## src/rtl/upp_pkg.sv

```systemverilog
package upp_pkg;
  typedef enum logic [1:0] {
    ST_IDLE   = 2'd0,
    ST_ARM    = 2'd1,
    ST_RUN_RX = 2'd2,
    ST_RUN_TX = 2'd3
  } upp_state_e;
endpackage

```

## src/rtl/upp_trig_sync.sv

```systemverilog
module upp_trig_sync #(
  parameter int SYNC_STAGES = 2
) (
  input  logic clk_i,
  input  logic rst_ni,
  input  logic pin_i,
  output logic rise_o
);
  localparam int LAST = SYNC_STAGES - 1;

  logic [SYNC_STAGES-1:0] sync_q;
  logic                   hist_q;

  generate
    if (SYNC_STAGES == 1) begin : g_one
      always_ff @(posedge clk_i or negedge rst_ni)
        if (!rst_ni) sync_q <= '0;
        else         sync_q <= pin_i;
    end else begin : g_chain
      always_ff @(posedge clk_i or negedge rst_ni)
        if (!rst_ni) sync_q <= '0;
        else         sync_q <= {sync_q[SYNC_STAGES-2:0], pin_i};
    end
  endgenerate

  always_ff @(posedge clk_i or negedge rst_ni)
    if (!rst_ni) hist_q <= 1'b0;
    else         hist_q <= sync_q[LAST];

  assign rise_o = sync_q[LAST] & ~hist_q;

  p_rise_single_r4: assert property (@(posedge clk_i) disable iff (!rst_ni)
    rise_o |=> !rise_o);
endmodule

```

## src/rtl/upp_start_fsm.sv

```systemverilog
module upp_start_fsm
  import upp_pkg::*;
#(
  parameter int START_LAT = 2
) (
  input  logic clk_i,
  input  logic rst_ni,
  input  logic en_i,
  input  logic dir_tx_i,
  input  logic trig_ext_i,
  input  logic trig_rise_i,
  input  logic txf_full_i,
  output logic run_rx_o,
  output logic run_tx_o
);
  localparam int CW = (START_LAT < 2) ? 1 : $clog2(START_LAT + 1);
  localparam logic [CW-1:0] LAT_LAST = CW'(START_LAT - 1);

  upp_state_e state_q;
  logic [CW-1:0] cnt_q;

  always_ff @(posedge clk_i or negedge rst_ni) begin
    if (!rst_ni) begin
      state_q <= ST_IDLE;
      cnt_q   <= '0;
    end else if (!en_i) begin
      state_q <= ST_IDLE;
      cnt_q   <= '0;
    end else begin
      unique case (state_q)
        ST_IDLE: begin
          state_q <= ST_ARM;
          cnt_q   <= '0;
        end
        ST_ARM: begin
          if (dir_tx_i) begin
            if (txf_full_i) state_q <= ST_RUN_TX;
          end else if (trig_ext_i) begin
            if (trig_rise_i) state_q <= ST_RUN_RX;
          end else if (cnt_q == LAT_LAST) begin
            state_q <= ST_RUN_RX;
          end else begin
            cnt_q <= cnt_q + 1'b1;
          end
        end
        default: ;  // running states hold until disabled
      endcase
    end
  end

  assign run_rx_o = (state_q == ST_RUN_RX);
  assign run_tx_o = (state_q == ST_RUN_TX);

  p_run_holds_r5: assert property (@(posedge clk_i) disable iff (!rst_ni)
    ((state_q == ST_RUN_RX || state_q == ST_RUN_TX) && en_i) |=> $stable(state_q));
  p_ext_waits_edge_r4: assert property (@(posedge clk_i) disable iff (!rst_ni)
    (state_q == ST_ARM && en_i && !dir_tx_i && trig_ext_i && !trig_rise_i)
      |=> state_q != ST_RUN_RX);
  p_tx_needs_full_r6: assert property (@(posedge clk_i) disable iff (!rst_ni)
    (state_q == ST_ARM && !txf_full_i) |=> state_q != ST_RUN_TX);
  p_disable_idle_r9: assert property (@(posedge clk_i) disable iff (!rst_ni)
    !en_i |=> state_q == ST_IDLE);
endmodule

```

## src/rtl/upp_rx_path.sv

```systemverilog
module upp_rx_path #(
  parameter int DW = 16
) (
  input  logic          clk_i,
  input  logic          rst_ni,
  input  logic          run_i,
  input  logic          skip_en_i,
  input  logic [DW-1:0] pdata_i,
  input  logic          rxf_full_i,
  output logic          wr_o,
  output logic [DW-1:0] wdata_o,
  output logic          ovf_o
);
  logic phase_q;
  logic keep;

  assign keep  = !skip_en_i || !phase_q;
  assign ovf_o = run_i && keep && rxf_full_i;

  always_ff @(posedge clk_i or negedge rst_ni) begin
    if (!rst_ni) begin
      phase_q <= 1'b0;
      wr_o    <= 1'b0;
      wdata_o <= '0;
    end else if (!run_i) begin
      phase_q <= 1'b0;
      wr_o    <= 1'b0;
    end else begin
      wr_o    <= keep;
      phase_q <= skip_en_i ? ~phase_q : 1'b0;
      if (keep) wdata_o <= pdata_i;
    end
  end

  p_wr_in_run_r2: assert property (@(posedge clk_i) disable iff (!rst_ni)
    wr_o |-> $past(run_i));
  p_skip_alt_r3: assert property (@(posedge clk_i) disable iff (!rst_ni)
    (wr_o && skip_en_i && $stable(skip_en_i)) |=> !wr_o);
endmodule

```

## src/rtl/upp_tx_path.sv

```systemverilog
module upp_tx_path #(
  parameter int DW = 16
) (
  input  logic          clk_i,
  input  logic          rst_ni,
  input  logic          run_i,
  input  logic [DW-1:0] txf_rdata_i,
  input  logic          txf_empty_i,
  output logic          rd_o,
  output logic [DW-1:0] pdata_o,
  output logic          oe_o,
  output logic          udf_o
);
  assign rd_o  = run_i;
  assign udf_o = run_i && txf_empty_i;

  always_ff @(posedge clk_i or negedge rst_ni) begin
    if (!rst_ni) begin
      oe_o    <= 1'b0;
      pdata_o <= '0;
    end else begin
      oe_o <= run_i;
      if (run_i) pdata_o <= txf_rdata_i;
    end
  end

  p_oe_follows_rd_r7: assert property (@(posedge clk_i) disable iff (!rst_ni)
    rd_o |=> oe_o);
  p_oe_needs_rd_r6: assert property (@(posedge clk_i) disable iff (!rst_ni)
    $rose(oe_o) |-> $past(rd_o));
endmodule

```

## src/rtl/unframed_pport.sv

```systemverilog
module unframed_pport #(
  parameter int DW          = 16,
  parameter int START_LAT   = 2,
  parameter int SYNC_STAGES = 2
) (
  input  logic          clk_i,
  input  logic          rst_ni,
  input  logic          en_i,
  input  logic          dir_tx_i,
  input  logic          trig_ext_i,
  input  logic          skip_en_i,
  input  logic          trig_pin_i,
  input  logic [DW-1:0] pdata_i,
  output logic [DW-1:0] pdata_o,
  output logic          pdata_oe_o,
  output logic          rxf_wr_o,
  output logic [DW-1:0] rxf_wdata_o,
  input  logic          rxf_full_i,
  output logic          txf_rd_o,
  input  logic [DW-1:0] txf_rdata_i,
  input  logic          txf_full_i,
  input  logic          txf_empty_i,
  output logic          err_o
);
  logic trig_rise, run_rx, run_tx, ovf, udf;

  upp_trig_sync #(.SYNC_STAGES(SYNC_STAGES)) u_sync (
    .clk_i (clk_i), .rst_ni(rst_ni), .pin_i(trig_pin_i), .rise_o(trig_rise)
  );

  upp_start_fsm #(.START_LAT(START_LAT)) u_fsm (
    .clk_i      (clk_i),
    .rst_ni     (rst_ni),
    .en_i       (en_i),
    .dir_tx_i   (dir_tx_i),
    .trig_ext_i (trig_ext_i),
    .trig_rise_i(trig_rise),
    .txf_full_i (txf_full_i),
    .run_rx_o   (run_rx),
    .run_tx_o   (run_tx)
  );

  upp_rx_path #(.DW(DW)) u_rx (
    .clk_i     (clk_i),
    .rst_ni    (rst_ni),
    .run_i     (run_rx),
    .skip_en_i (skip_en_i),
    .pdata_i   (pdata_i),
    .rxf_full_i(rxf_full_i),
    .wr_o      (rxf_wr_o),
    .wdata_o   (rxf_wdata_o),
    .ovf_o     (ovf)
  );

  upp_tx_path #(.DW(DW)) u_tx (
    .clk_i      (clk_i),
    .rst_ni     (rst_ni),
    .run_i      (run_tx),
    .txf_rdata_i(txf_rdata_i),
    .txf_empty_i(txf_empty_i),
    .rd_o       (txf_rd_o),
    .pdata_o    (pdata_o),
    .oe_o       (pdata_oe_o),
    .udf_o      (udf)
  );

  always_ff @(posedge clk_i or negedge rst_ni) begin
    if (!rst_ni)          err_o <= 1'b0;
    else if (!en_i)       err_o <= 1'b0;
    else if (ovf || udf)  err_o <= 1'b1;
  end

  p_err_sticky_r8: assert property (@(posedge clk_i) disable iff (!rst_ni)
    (err_o && en_i) |=> err_o);
endmodule

```

## config.mk

```make
export PLATFORM = sky130hd
export DESIGN_NAME = unframed_pport
export DESIGN_NICKNAME = d
export VERILOG_FILES = /design/src/rtl/upp_pkg.sv /design/src/rtl/upp_trig_sync.sv /design/src/rtl/upp_start_fsm.sv /design/src/rtl/upp_rx_path.sv /design/src/rtl/upp_tx_path.sv /design/src/rtl/unframed_pport.sv
export SDC_FILE = /design/constraint.sdc
export NUM_CORES = 1
export LEC_CHECK = 0
export ABC_AREA = 1
export CAP_MARGIN = 20
export CORE_AREA = 2 2 69 71
export CTS_BUF_LIST = sky130_fd_sc_hd__clkbuf_4 sky130_fd_sc_hd__clkbuf_8 sky130_fd_sc_hd__clkbuf_16
export DETAILED_ROUTE_END_ITERATION = 6
export DIE_AREA = 0 0 71 73
export HOLD_SLACK_MARGIN = 0.15
export PLACE_DENSITY = 0.84
export SLEW_MARGIN = 15
export SYNTH_ARGS = -nofsm -noshare
export SYNTH_HDL_FRONTEND = slang
export SYNTH_SLANG_ARGS = --single-unit
```

## constraint.sdc

```tcl
create_clock -name clk_i -period 2.82 [get_ports clk_i]
set_input_delay 0.282 -clock clk_i [delete_from_list [all_inputs] [get_ports clk_i]]
set_output_delay 0.282 -clock clk_i [all_outputs]
set_load 0.03 [all_outputs]
```

== After elaboration in Yosys (flattened, before gate mapping) ==
Cells that the tools add are included.
Word-level totals
  register bits: 43
  input bits: 42
  output and inout port bits: 36
  logic and storage cells: 54
Cells by class
  add/subtract/negate cells: 1
  equal/unequal tests: 12
  mux-type cells: 17
  bitwise gates (word level): 3
  reduce and logical (&&, ||, !) cells: 11
Operators with widths (count)
  $mux W2: 10
  $ne A3 B3 Y1 const B: 3
  $pmux W2 S2: 2
  $reduce_and A4 Y1: 2
  $mux W1: 5
  $ne A5 B4 Y1 const B: 1
  $ne A5 B5 Y1 const B: 1
  $eq A2 B1 Y1 const B: 2
  $eq A2 B2 Y1 const B: 2
  $ne A4 B4 Y1 const B: 1
  $logic_and A1 B1 Y1: 3
  $ne A3 B1 Y1 const B: 1
  $add A2 B1 Y2 const B: 1
  $logic_not A1 Y1: 2
  $logic_not A2 Y1: 1
  $logic_or A1 B1 Y1: 2
  $ne A2 B1 Y1 const B: 1
  $not A1 Y1: 2
  $reduce_and A2 Y1: 1
  $and A1 B1 Y1: 1

== Logic depth before layout (Yosys ltp) ==
Gate-level depths: netlist (run 1).
  word-level depth: 7
  mapped depth: 9
  gate-level depth less buffers: 9

== Hierarchy ==
A second synthesis (run 1) with hierarchy kept.
Second synthesis, totals
  cells, all modules: 203
  area, all modules: 1854.3 um^2
By module, submodules not included
  upp_rx_path: instances 1, cells each 77, area each 752.0 um^2, sequential area each 450.4 um^2
  upp_tx_path: instances 1, cells each 72, area each 684.4 um^2, sequential area each 425.4 um^2
  upp_start_fsm: instances 1, cells each 44, area each 291.5 um^2, sequential area each 100.1 um^2
  upp_trig_sync: instances 1, cells each 5, area each 85.1 um^2, sequential area each 75.1 um^2
  unframed_pport: instances 1, cells each 5, area each 41.3 um^2, sequential area each 25.0 um^2

== Least setup slack after synthesis (run 1) ==
No wires, ideal clock.
  kind: reg-to-output
  from: register u_fsm.state_q[0]
  to: output port txf_rd_o
  arrival: 846 ps
  required time: 2538 ps
  path slack: 1692 ps
  stages on the path, launching flop included: 4
  buffers on the path: 1
  cell sequence: dfrtp_1 -> nand2_2 -> inv_2 -> buf_4
On the way
  cells in the longest elaborated chain, start to end: 1
RTL lines
  start, declared: RTL line upp_start_fsm.sv:19  | upp_state_e state_q;
  start signal, assigned: RTL line upp_start_fsm.sv:24  | state_q <= ST_IDLE;
  start signal, assigned: RTL line upp_start_fsm.sv:27  | state_q <= ST_IDLE;
  start signal, assigned: RTL line upp_start_fsm.sv:32  | state_q <= ST_ARM;
  $eq A2 B2 Y1: RTL line upp_start_fsm.sv:52  | assign run_tx_o = (state_q == ST_RUN_TX);
  end, declared: RTL line unframed_pport.sv:19  | output logic txf_rd_o,
Every way passes these cells.

== Final worst setup path (run 1) ==
Ends and elaborated chain as after synthesis.

==> results of run 1 <==
==> power by group through the flow <==
| stage | sequential, uW | clock (uW) | combinational, uW |
|---|---|---|---|
| floorplan | 1500 | 0 | 422 |
| global placement | 1020 | 0 | 1500 |
| detailed placement | 1030 | 0 | 1520 |
| CTS | 1020 | 586 | 1530 |
| global route | 1050 | 606 | 1630 |
| finish | 1020 | 569 | 1500 |
==> stage by stage <==
| stage | utilization [%] | setup WS, ns |
|---|---|---|
| floorplan | - | 1.69 |
| global placement | 55.4 | 0.867 |
| detailed placement | 55.4 | 0.824 |
| CTS | 58.6 | 0.491 |
| global route | 58.6 | 0.384 |
| finish | 58.6 | 0.535 |
==> worst max-delay path, cell delays in order, from the launching register on <==
cell	delay (ns)
dfrtp_1	0.43
nand2_2	0.24
inv_2	0.31
clkdlybuf4s50_1	0.73
==> area by class of cell <==
class | count | area (sq um)
tap | 54 | 67.6
inverter | 13 | 51.3
fill | 420 | 1880
sequential | 43 | 1080
timing repair buffer | 78 | 776
clock buffer | 6 | 76.3
multi-input combinational | 134 | 553
clock inverter | 2 | 60.1
==> path summary, 6_finish.rpt <==
path / startpoint / end / slack (ns) / depth (start not counted)
max: u_fsm.state_q[0] / txf_rd_o / 0.54 / 3
min: u_sync.sync_q[0] / u_sync.sync_q[1] / 0.35 / 0
max reg2reg: u_fsm.state_q[0] / err_o / 1.47 / 5
min reg2reg: u_sync.sync_q[0] / u_sync.sync_q[1] / 0.35 / 0
max in group asynchronous: rst_ni / u_fsm.cnt_q[0] / 1.61 / 2
min in group asynchronous: rst_ni / u_tx.pdata_o[10] / 0.65 / 2
==> flip-flops by register name, summed over array words and instances, names as in the netlist, 2 cells and up <==
name,cells
u_fsm.cnt_q,2
u_fsm.state_q,2
u_rx.wdata_o,16
u_sync.sync_q,2
u_tx.pdata_o,16
==> timing repair <==
action	in CTS	in global routing
endpoints found under the setup margin	0	0
hold buffers	1	0
buffers inserted	0	0
hold endpoints to repair	34	0
resized for setup	0	0
==> synthesized netlist by cell type <==
cell type / number
inv_1: 10
nand3_1: 4
nand2_2: 2
buf_2: 1
nor2_8: 1
o21a_1: 1
buf_6: 2
o21ai_0: 1
inv_2: 2
nor3b_1: 1
or2_0: 1
o31ai_1: 1
dfrtp_1: 43
nor2_1: 6
nand2_1: 115
inv_4: 1
buf_4: 1
ha_1: 1
==> layer usage <==
| layer | part of all wire (%) | global-route usage, % | up-vias |
|---|---|---|---|
| met3 | 7.5 | 5.25 | 9 |
| met1 | 39 | 16.4 | 670 |
| met2 | 51 | 26.0 | 53 |
| met5 | 0 | 0 | - |
| li1 | - | - | 742 |
| met4 | 2.2 | 6.92 | 0 |
==> cells by family (layout without fill, tap and decap cells) <==
group	count (synthesis)	in the layout
simple gates	130	130
flops	43	43
buf+inv	17	99
compound gates	3	3
fa+ha+maj	1	1
==> summary.md, run 1 <==
| Metric | Value |
|---|---|
| Status | complete, no violations |
| First-pass GRT wire length | 5960 um |
| Area post-placement | 2510 sq um |
| Combinational Power Share | 48.6% |
| Routed wire length | 3700 um |
| CTS buffer count | 5 |
| Clock share of power | 18.4% |
| Critical Path RT | 2.54 ns |
| Synth Cell Area | 1720 sq um |
| Final Cycle Share | 81.0% |
| CP arrival | 2.00 ns |
| Core area | 4540 sq um |
| Initial Utilization | 37.8% |
| Initial antenna violation count | 0 |
| Area grow syn2layout | 55.1% |
| Top cells by area, synth | dfrtp_1 (63%), nand2_1 (25%), inv_1 (2.2%) |
| Hold_ws | 0.351 ns |
| Worst-path clk slew | 0.07 ns |
| Leak pwr | 0.00133 uW |
| Initial drt markers | 64 |
| Die W | 71 um |
| Hold violation count in the final report | 0 |
| Syn avg cell area | 8.84 sq um |
| DR vias/cell | 4.47 |
| Largest family of logic cells by synthesized area | simple AND/OR/NAND/NOR gates |
| Share of cells above drive strength 1 | 5.43% |
| Final Skew | 0.00676 ns |
| Fin area | 2660 sq um |
| Diode count | 0 |
| Clock tree from TritonCTS | yes |
| Number of buffers added on ports | 77 |
| Cell Rows | 25 |
| Via count | 1474 |
| Post-synthesis adder-cell area fraction | 0.729% |
| Htree depth | 2 |
| Post-synthesis compound-gate area fraction | 1.17% |
| Switching share of power | 40.3% |
| Seq/Total Area, Yosys | 62.7% |
| Sequential share of power | 33.0% |
| Clk_lat worst skew | 0.30 ns |
| Design Power | 3090 uW |
| Crit Path Class | reg -> out |
| Post-Syn Instances | 194 |
| Post-layout min period | 2.28 ns |
| Post-synthesis xor/xnor area fraction | 0% |
| RSZ-0062 raised after global routing | no |
| GPL Wtd Cong | 0.882 |
| Final Setup Violations | 0 |
| Most frequent cells in the layout | nand2_1 (115), clkdlybuf4s50_1 (76), dfrtp_1 (43) |
| Synthesis Warnings | 0 |
| Final Max Slew Viols | 0 |
| DP HPWL | 2760 um |
| Longest Clk Path Bufs | 2 |
| Num ports | 78 |
| Pwr Density | 1160 nW/um^2 |
| Post-Synth Simple-Gate Area | 30.3% |
| Crit-path max FO | 19 |
| Die Y | 73 um |
| Yosys top cell area share | 62.7% |
| Worst setup SP type | flip-flop |
| Clk sinks | 43 |
| Pre-antenna DRT Iters | 4 |
| Max_slew headroom | 39.6% |
| Peak Freq | 438 MHz |
| Worst Tran Pin Value | 0.905 ns |
| Fin nets | 318 |
| Number of remaining DRC errors | 0 |
| Number of synthesized register bits | 43 |
| TNS Setup | 0 ns |
| Root Driver | clkbuf_8 |
| Tot GR Track Use | 14.9% |
| IR drop worst, VDD | 0.000629 V |
| Synth area leader | dfrtp_1 |
| Endpoint type of the worst setup path | output pin |
| Hold Crit Class | reg -> reg |
| Commonest non-fill, non-tap cell in the layout | nand2_1 |
| Grt total ovfl | 0 |
| Avg WL per Cell | 11.2 um |
| Vias in the first global route | 1380 |
| Placed Cells | 321 |
| Syn Nets | 237 |
| Die ar. | 5180 sq um |
| Finished Layout Cells | 330 |
| Final ANT Viol Nets | 0 |
| Mux cell area share after synthesis | 0% |
| Int Power | 1850 uW |
| Largest net degree at the start of global routing | 44 |
| Max-Cap Viols | 0 |
| Sw Pwr | 1250 uW |
| Synth cell types | 18 |
(Power assumes the default switching activity.)
==> inputs of run 2 (changes only) <==
--- a/config.mk
+++ b/config.mk
@@ -7,12 +7,12 @@
 export LEC_CHECK = 0
 export ABC_AREA = 1
 export CAP_MARGIN = 20
-export CORE_AREA = 2 2 69 71
+export CORE_AREA = 2 2 72 74
 export CTS_BUF_LIST = sky130_fd_sc_hd__clkbuf_4 sky130_fd_sc_hd__clkbuf_8 sky130_fd_sc_hd__clkbuf_16
 export DETAILED_ROUTE_END_ITERATION = 6
-export DIE_AREA = 0 0 71 73
+export DIE_AREA = 0 0 74 76
 export HOLD_SLACK_MARGIN = 0.15
-export PLACE_DENSITY = 0.84
+export PLACE_DENSITY = 0.81
 export SLEW_MARGIN = 15
 export SYNTH_ARGS = -nofsm -noshare
 export SYNTH_HDL_FRONTEND = slang
==> constraint.sdc (replaced) <==
create_clock -name clk_i -period 2.1 [get_ports clk_i]
set_input_delay 0.21 -clock clk_i [delete_from_list [all_inputs] [get_ports clk_i]]
set_output_delay 0.21 -clock clk_i [all_outputs]
set_load 0.03 [all_outputs]
==> summary.md, run 2 (synthesis results as in run 1) <==
| Metric | Value |
|---|---|
| Most frequent cells in the layout | nand2_1 (115), clkdlybuf4s50_1 (76), dfrtp_1 (43) |
| IR drop worst, VDD | 0.000777 V (+23%) |
| Reg2Reg Setup Slack | 0.82 ns (-0.65 ns) |
| Hold Crit Class | in -> reg |
| Diode count | 0 (unchanged) |
| Final ANT Viol Nets | 0 (unchanged) |
| Final Cycle Share | 84.4% |
| End of the worst register-to-register path | u_rx.wdata_o[4] |
| Initial antenna violation count | 0 (unchanged) |
| Peak Freq | 564 MHz |
| GPL Wtd Cong | 0.843 (-4.4%) |
| PnR worst setup slack | 0.329 ns (-0.207 ns) |
| Fin nets | 320 (+0.63%) |
| Tot GR Track Use | 14.3% (-0.62 points) |
| Endpoint type of the worst setup path | output pin |
| RR Startpoint | u_fsm.state_q[0] |
| Sequential share of power | 34.7% (+1.7 points) |
| Routed wire length | 3830 um (+3.5%) |
| Status | complete, no violations |
| Largest registers | u_rx.wdata_o x16, u_tx.pdata_o x16 |
| Fillers | 450 (+7.1%) |
| Cell Rows | 26 (+4.0%) |
| Critical path origin | u_fsm.state_q[0] |
| Core Util, Final | 53.9% (-4.8 points) |
| CTS buffer count | 5 (unchanged) |
| Die Y | 76 um (+4.1%) |
| Number of buffers added on ports | 77 (unchanged) |
| Met1 WL | 1590 um (+9.7%) |
| Sw Pwr | 1690 uW (+35%) |
| Htree depth | 2 (unchanged) |
| Cell count of the worst reg-to-reg path | 6 (+1) |
| Worst setup SP type | flip-flop |
| Highest metal used | met4 |
| Core area | 4910 sq um (+8.3%) |
| Number of remaining DRC errors | 0 (unchanged) |
| Area grow syn2layout | 54.3% |
| Largest net degree at the start of global routing | 44 (unchanged) |
| Worst Hold Path Cells | 1 (+1) |
| Final Setup Violations | 0 (unchanged) |
| Vias in the first global route | 1393 (+0.94%) |
| Share of cells above drive strength 1 | 6.12% (+0.68 points) |
| Num ports | 78 (unchanged) |
| Clk_lat worst skew | 0.29 ns (about the same) |
| Avg WL per Cell | 11.0 um (-1.8%) |
| Worst Tran Pin Value | 0.935 ns (+0.0300 ns) |
| Pre-antenna DRT Iters | 2 (-2) |
| Placed Cells | 339 (+5.6%) |
| Worst-path clk slew | 0.08 ns (about the same) |
| Clk sinks | 43 (unchanged) |
| Max_slew headroom | 37.6% (-2.0 points) |
| Critical-path top delay cell | clkdlybuf4s50_1 |
| Crit Path Class | reg -> out |
| CP arrival | 1.56 ns (-0.44 ns) |
| Die W | 74 um (+4.2%) |
| RSZ-0062 raised after global routing | no |
| Combinational Power Share | 51.9% (+3.3 points) |
| Pre-CTS setup slack | 0.635 ns (-0.189 ns) |
| First-pass GRT wire length | 6240 um (+4.6%) |
| Switching share of power | 42.8% (+2.5 points) |
| Clock tree from TritonCTS | yes |
| Critical Path RT | 1.89 ns (-0.65 ns) |
| Via count | 1487 (+0.88%) |
| Final Max Slew Viols | 0 (unchanged) |
| Int Power | 2250 uW (+22%) |
| Max incr delay on CP | 0.68 ns (-0.05 ns) |
| Root Driver | clkbuf_8 |
| Initial drt markers | 58 (-9.4%) |
| Met3 WL | 300 um (+7.9%) |
| Finished Layout Cells | 348 (+5.5%) |
| Crit-path cells | nand2_2, inv_2, clkdlybuf4s50_1 |
| Longest Clk Path Bufs | 2 (unchanged) |
| Clock share of power | 13.4% (-5.0 points) |
| Die ar. | 5620 sq um (+8.5%) |
| Pwr Density | 1490 nW/um^2 (+28%) |
| TNS Setup | 0 ns (unchanged) |
| Commonest non-fill, non-tap cell in the layout | nand2_1 |
| Worst setup path end | txf_rd_o |
| Final Skew | 0.00455 ns (-0.00220 ns) |
| Hold violation count in the final report | 0 (unchanged) |
| DP HPWL | 2740 um (-0.58%) |
| Max-Cap Viols | 0 (unchanged) |
| Grt total ovfl | 0 (unchanged) |
| Crit-path max FO | 5 (-14) |
| Post-layout min period | 1.77 ns |
| Met2 WL | 1890 um (-0.53%) |
| Hold_ws | 0.344 ns (-0.00704 ns) |
| Initial Utilization | 34.9% (-2.9 points) |
| Leak pwr | 0.00132 uW (-1.1%) |
| DR vias/cell | 4.27 (-4.3%) |
run 2: cell type report:
| class | instances | area, sq um | share of cell area [%] |
|---|---|---|---|
| clock buffers | 6 | 76.3 | 2.88 |
| clock inverters | 2 | 12.5 | 0.473 |
| inverters | 13 | 51.3 | 1.94 |
| multi-input cells | 134 | 553 | 20.9 |
| flip-flops and latches | 43 | 1080 | 40.6 |
| well taps | 70 | 87.6 | 3.31 |
| repair buffers | 80 | 791 | 29.9 |
run 2: how the worst min path moves through the flow:
stage | start | to | slack [ns]
4_1_cts | trig_pin_i | u_sync.sync_q[0] | 0.34
2_1_floorplan | rst_ni | err_o | -0.09
3_3_place_gp | u_sync.sync_q[0] | u_sync.sync_q[1] | 0.33
3_5_place_dp | u_sync.sync_q[0] | u_sync.sync_q[1] | 0.34
5_1_grt | trig_pin_i | u_sync.sync_q[0] | 0.36
6_report | trig_pin_i | u_sync.sync_q[0] | 0.34
run 2: power groups by stage:
| stage | clock network, uW | registers (uW) | logic [uW] |
|---|---|---|---|
| 4_1_cts | 547 | 1370 | 2070 |
| 2_1_floorplan | 0 | 2010 | 567 |
| 3_5_place_dp | 0 | 1380 | 2070 |
| 5_1_grt | 587 | 1420 | 2210 |
| 6_report | 527 | 1370 | 2040 |
| 3_3_place_gp | 0 | 1370 | 2040 |
run 2: per-layer routing:
metal	global-route usage, %	vias to the layer above
li1	-	747
met1	15.7	681
met2	24.8	51
met3	5.03	8
met4	5.27	0
met5	0	-
run 2: metrics by stage:
step,total power [uW],cell area [sq um]
after floorplan,2580,1720
after global placement,3410,2550
after detailed placement,3450,2550
after CTS,3990,2650
after global routing,4210,2650
final,3940,2650
run 2: worst max-delay path: cells and delay by family (launching register included):
family	cells	cell delay (ns)
buffers and inverters	2	0.74
flip-flops	1	0.44
AND/OR/NAND/NOR	1	0.09
run 2: timing repair:
action | in CTS | in global routing
endpoints found under the hold margin | 43 | 0
hold buffers | 1 | 0
gates resized for setup | 0 | 0
buffers inserted | 0 | 0
==> inputs of run 3 (changes only) <==
==> constraint.sdc (replaced) <==
create_clock -name clk_i -period 1.6 [get_ports clk_i]
set_input_delay 0.16 -clock clk_i [delete_from_list [all_inputs] [get_ports clk_i]]
set_output_delay 0.16 -clock clk_i [all_outputs]
set_load 0.03 [all_outputs]
==> summary.md, run 3 (synthesis results as in run 1) <==
| Metric | Value |
|---|---|
| Status | complete, no violations |
| Max-Cap Viols | 0 (unchanged) |
| Initial Utilization | 34.9% (unchanged) |
| Die W | 74 um (unchanged) |
| Worst setup SP type | flip-flop |
| Switching share of power | 41.9% (-0.95 points) |
| Pre-antenna DRT Iters | 3 (+1) |
| Die Y | 76 um (unchanged) |
| Sequential share of power | 34.3% (-0.4 points) |
| Longest Clk Path Bufs | 2 (unchanged) |
| Crit-path cells | clkdlybuf4s50_1 |
| Cell Rows | 26 (unchanged) |
| GPL Wtd Cong | 0.862 (+2.2%) |
| Share of cells above drive strength 1 | 6.47% (+0.36 points) |
| Reg2Reg Setup Slack | 0.34 ns (-0.48 ns) |
| GR Layer Usage met3 | 4.63% (-0.40 points) |
| Htree depth | 2 (unchanged) |
| Num ports | 78 (unchanged) |
| Hold Crit Class | in -> reg |
| Initial drt markers | 39 (-33%) |
| Cell count of the worst reg-to-reg path | 6 (unchanged) |
| Routed wire length | 3810 um (-0.68%) |
| Worst-path clk slew | 0.08 ns (about the same) |
| Int Power | 3040 uW (+35%) |
| First-pass GRT wire length | 6240 um (+0.11%) |
| Vias in the first global route | 1403 (+0.72%) |
| Grt total ovfl | 0 (unchanged) |
| Clock share of power | 14.4% (+1.0 points) |
| Max_slew headroom | 69.6% (+32 points) |
| Post-layout min period | 1.50 ns |
| Via count | 1472 (-1.0%) |
| Most Crowded Layer GR | met2 |
| Diode count | 0 (unchanged) |
| PostCTS Resize Cnt | 0 (unchanged) |
| Worst setup path end | pdata_o[12] |
| DR vias/cell | 4.23 (-1.0%) |
| Crit Path Class | reg -> out |
| Die ar. | 5620 sq um (unchanged) |
| End of the worst register-to-register path | u_rx.wdata_o[14] |
| Fin nets | 320 (unchanged) |
| Critical-path top delay cell | clkdlybuf4s50_1 |
| Largest registers | u_rx.wdata_o x16, u_tx.pdata_o x16 |
| Root Driver | clkbuf_8 |
| CTS buffer count | 5 (unchanged) |
| TNS Setup | 0 ns (unchanged) |
| DP HPWL | 2810 um (+2.6%) |
| Hold violation count in the final report | 0 (unchanged) |
| Avg WL per Cell | 10.9 um (-0.68%) |
| Finished Layout Cells | 348 (unchanged) |
| Clk sinks | 43 (unchanged) |
| Leak pwr | 0.00134 uW (+1.2%) |
| Crit path max-delay family | buffers and inverters |
| RSZ-0062 raised after global routing | no |
| Max incr delay on CP | 0.69 ns (about the same) |
| Buf/Inv on CP | 1 (-1) |
| Endpoint type of the worst setup path | output pin |
| Peak Freq | 669 MHz |
| RR Startpoint | u_fsm.state_q[0] |
| Largest net degree at the start of global routing | 26 (-41%) |
| Worst Tran Pin Value | 0.456 ns (-0.479 ns) |
| Design Power | 5220 uW (+33%) |
| Sw Pwr | 2190 uW (+30%) |
| Final Max Slew Viols | 0 (unchanged) |
| Critical path origin | u_tx.pdata_o[12] |
| IR drop worst, VDD | 0.000855 V (+10%) |
| Number of remaining DRC errors | 0 (unchanged) |
| Clk_lat worst skew | 0.29 ns (about the same) |
| Pwr Density | 1950 nW/um^2 (+31%) |
| Final Skew | 0.00610 ns (+0.00155 ns) |
| Most frequent cells in the layout | nand2_1 (115), clkdlybuf4s50_1 (75), dfrtp_1 (43) |
| Area post-placement | 2560 sq um (+0.39%) |
| Crit. path cell count | 1 (-2) |
| Clock tree from TritonCTS | yes |
| Met1 GRT Util | 16.7% (+1.0 points) |
| Commonest non-fill, non-tap cell in the layout | nand2_1 |
| Final Cycle Share | 93.4% |
| Critical Path RT | 1.44 ns (-0.45 ns) |
| Fin area | 2670 sq um (+0.95%) |
| Combinational Power Share | 51.3% (-0.6 points) |
| Number of buffers added on ports | 77 (unchanged) |
| Initial antenna violation count | 0 (unchanged) |
| CP arrival | 1.34 ns (-0.22 ns) |
| Area grow syn2layout | 55.8% |
| Crit-path max FO | 2 (-3) |
| Final Setup Violations | 0 (unchanged) |
| Core area | 4910 sq um (unchanged) |
| Grt met2 use | 24.3% (-0.54 points) |
| Tot GR Track Use | 14.2% (-0.058 points) |
| Final ANT Viol Nets | 0 (unchanged) |
| Placed Cells | 339 (unchanged) |
==> run 3: cell count changes in the layout (fill, tap and decap cells not counted), sizes merged <==
cell,change
clkbuf,+2
buf,+1
clkdlybuf4s50,-1
clkinv,-1
clkinvlp,-1
==> run 3: how the worst min path moves through the flow <==
stage	start	endpoint	slack, ns	depth (start not counted)
after floorplan	rst_ni	err_o	-0.14	0
after global routing	trig_pin_i	u_sync.sync_q[0]	0.32	1
after CTS	trig_pin_i	u_sync.sync_q[0]	0.30	1
after global placement	rst_ni	u_rx.wdata_o[6]	0.13	1
after detailed placement	rst_ni	u_rx.wdata_o[6]	0.14	1
final	trig_pin_i	u_sync.sync_q[0]	0.31	1
==> run 3: area by class of cell <==
class / count / area [sq um]
multi-input cells: 134 / 553
flip-flops and latches: 43 / 1080
fillers: 453 / 2240
well taps: 70 / 87.6
clock buffers: 8 / 104
inverters: 13 / 51.3
repair buffers: 80 / 801
==> run 3: per-stage QoR <==
step / worst slack (ns) / hold WS, ns / utilization [%]
2_1_floorplan: 0.475 / -0.136 / -
6_report: 0.105 / 0.310 / 54.4
4_1_cts: 0.0939 / 0.302 / 54.4
5_1_grt: 0.00936 / 0.315 / 54.4
3_5_place_dp: 0.186 / 0.136 / 52.1
3_3_place_gp: 0.209 / 0.126 / 52.1
==> run 3: timing repair <==
| item | CTS | global route |
|---|---|---|
| hold buffers | 1 | 0 |
| setup buffers | 0 | 0 |
| hold endpoints to repair | 18 | 0 |
==> run 3: layer usage <==
metal | wire length (um) | vias up
met4 | 58 | 0
met5 | 0 | -
met3 | 271 | 8
li1 | - | 749
met1 | 1660 | 665
met2 | 1820 | 50
==> run 3: power groups by stage <==
stage | registers [uW] | logic (uW) | clock network [uW]
final | 1790 | 2680 | 754
after CTS | 1800 | 2720 | 773
after floorplan | 2640 | 745 | 0
after detailed placement | 1810 | 2710 | 0
after global routing | 1850 | 2900 | 828
after global placement | 1810 | 2660 | 0
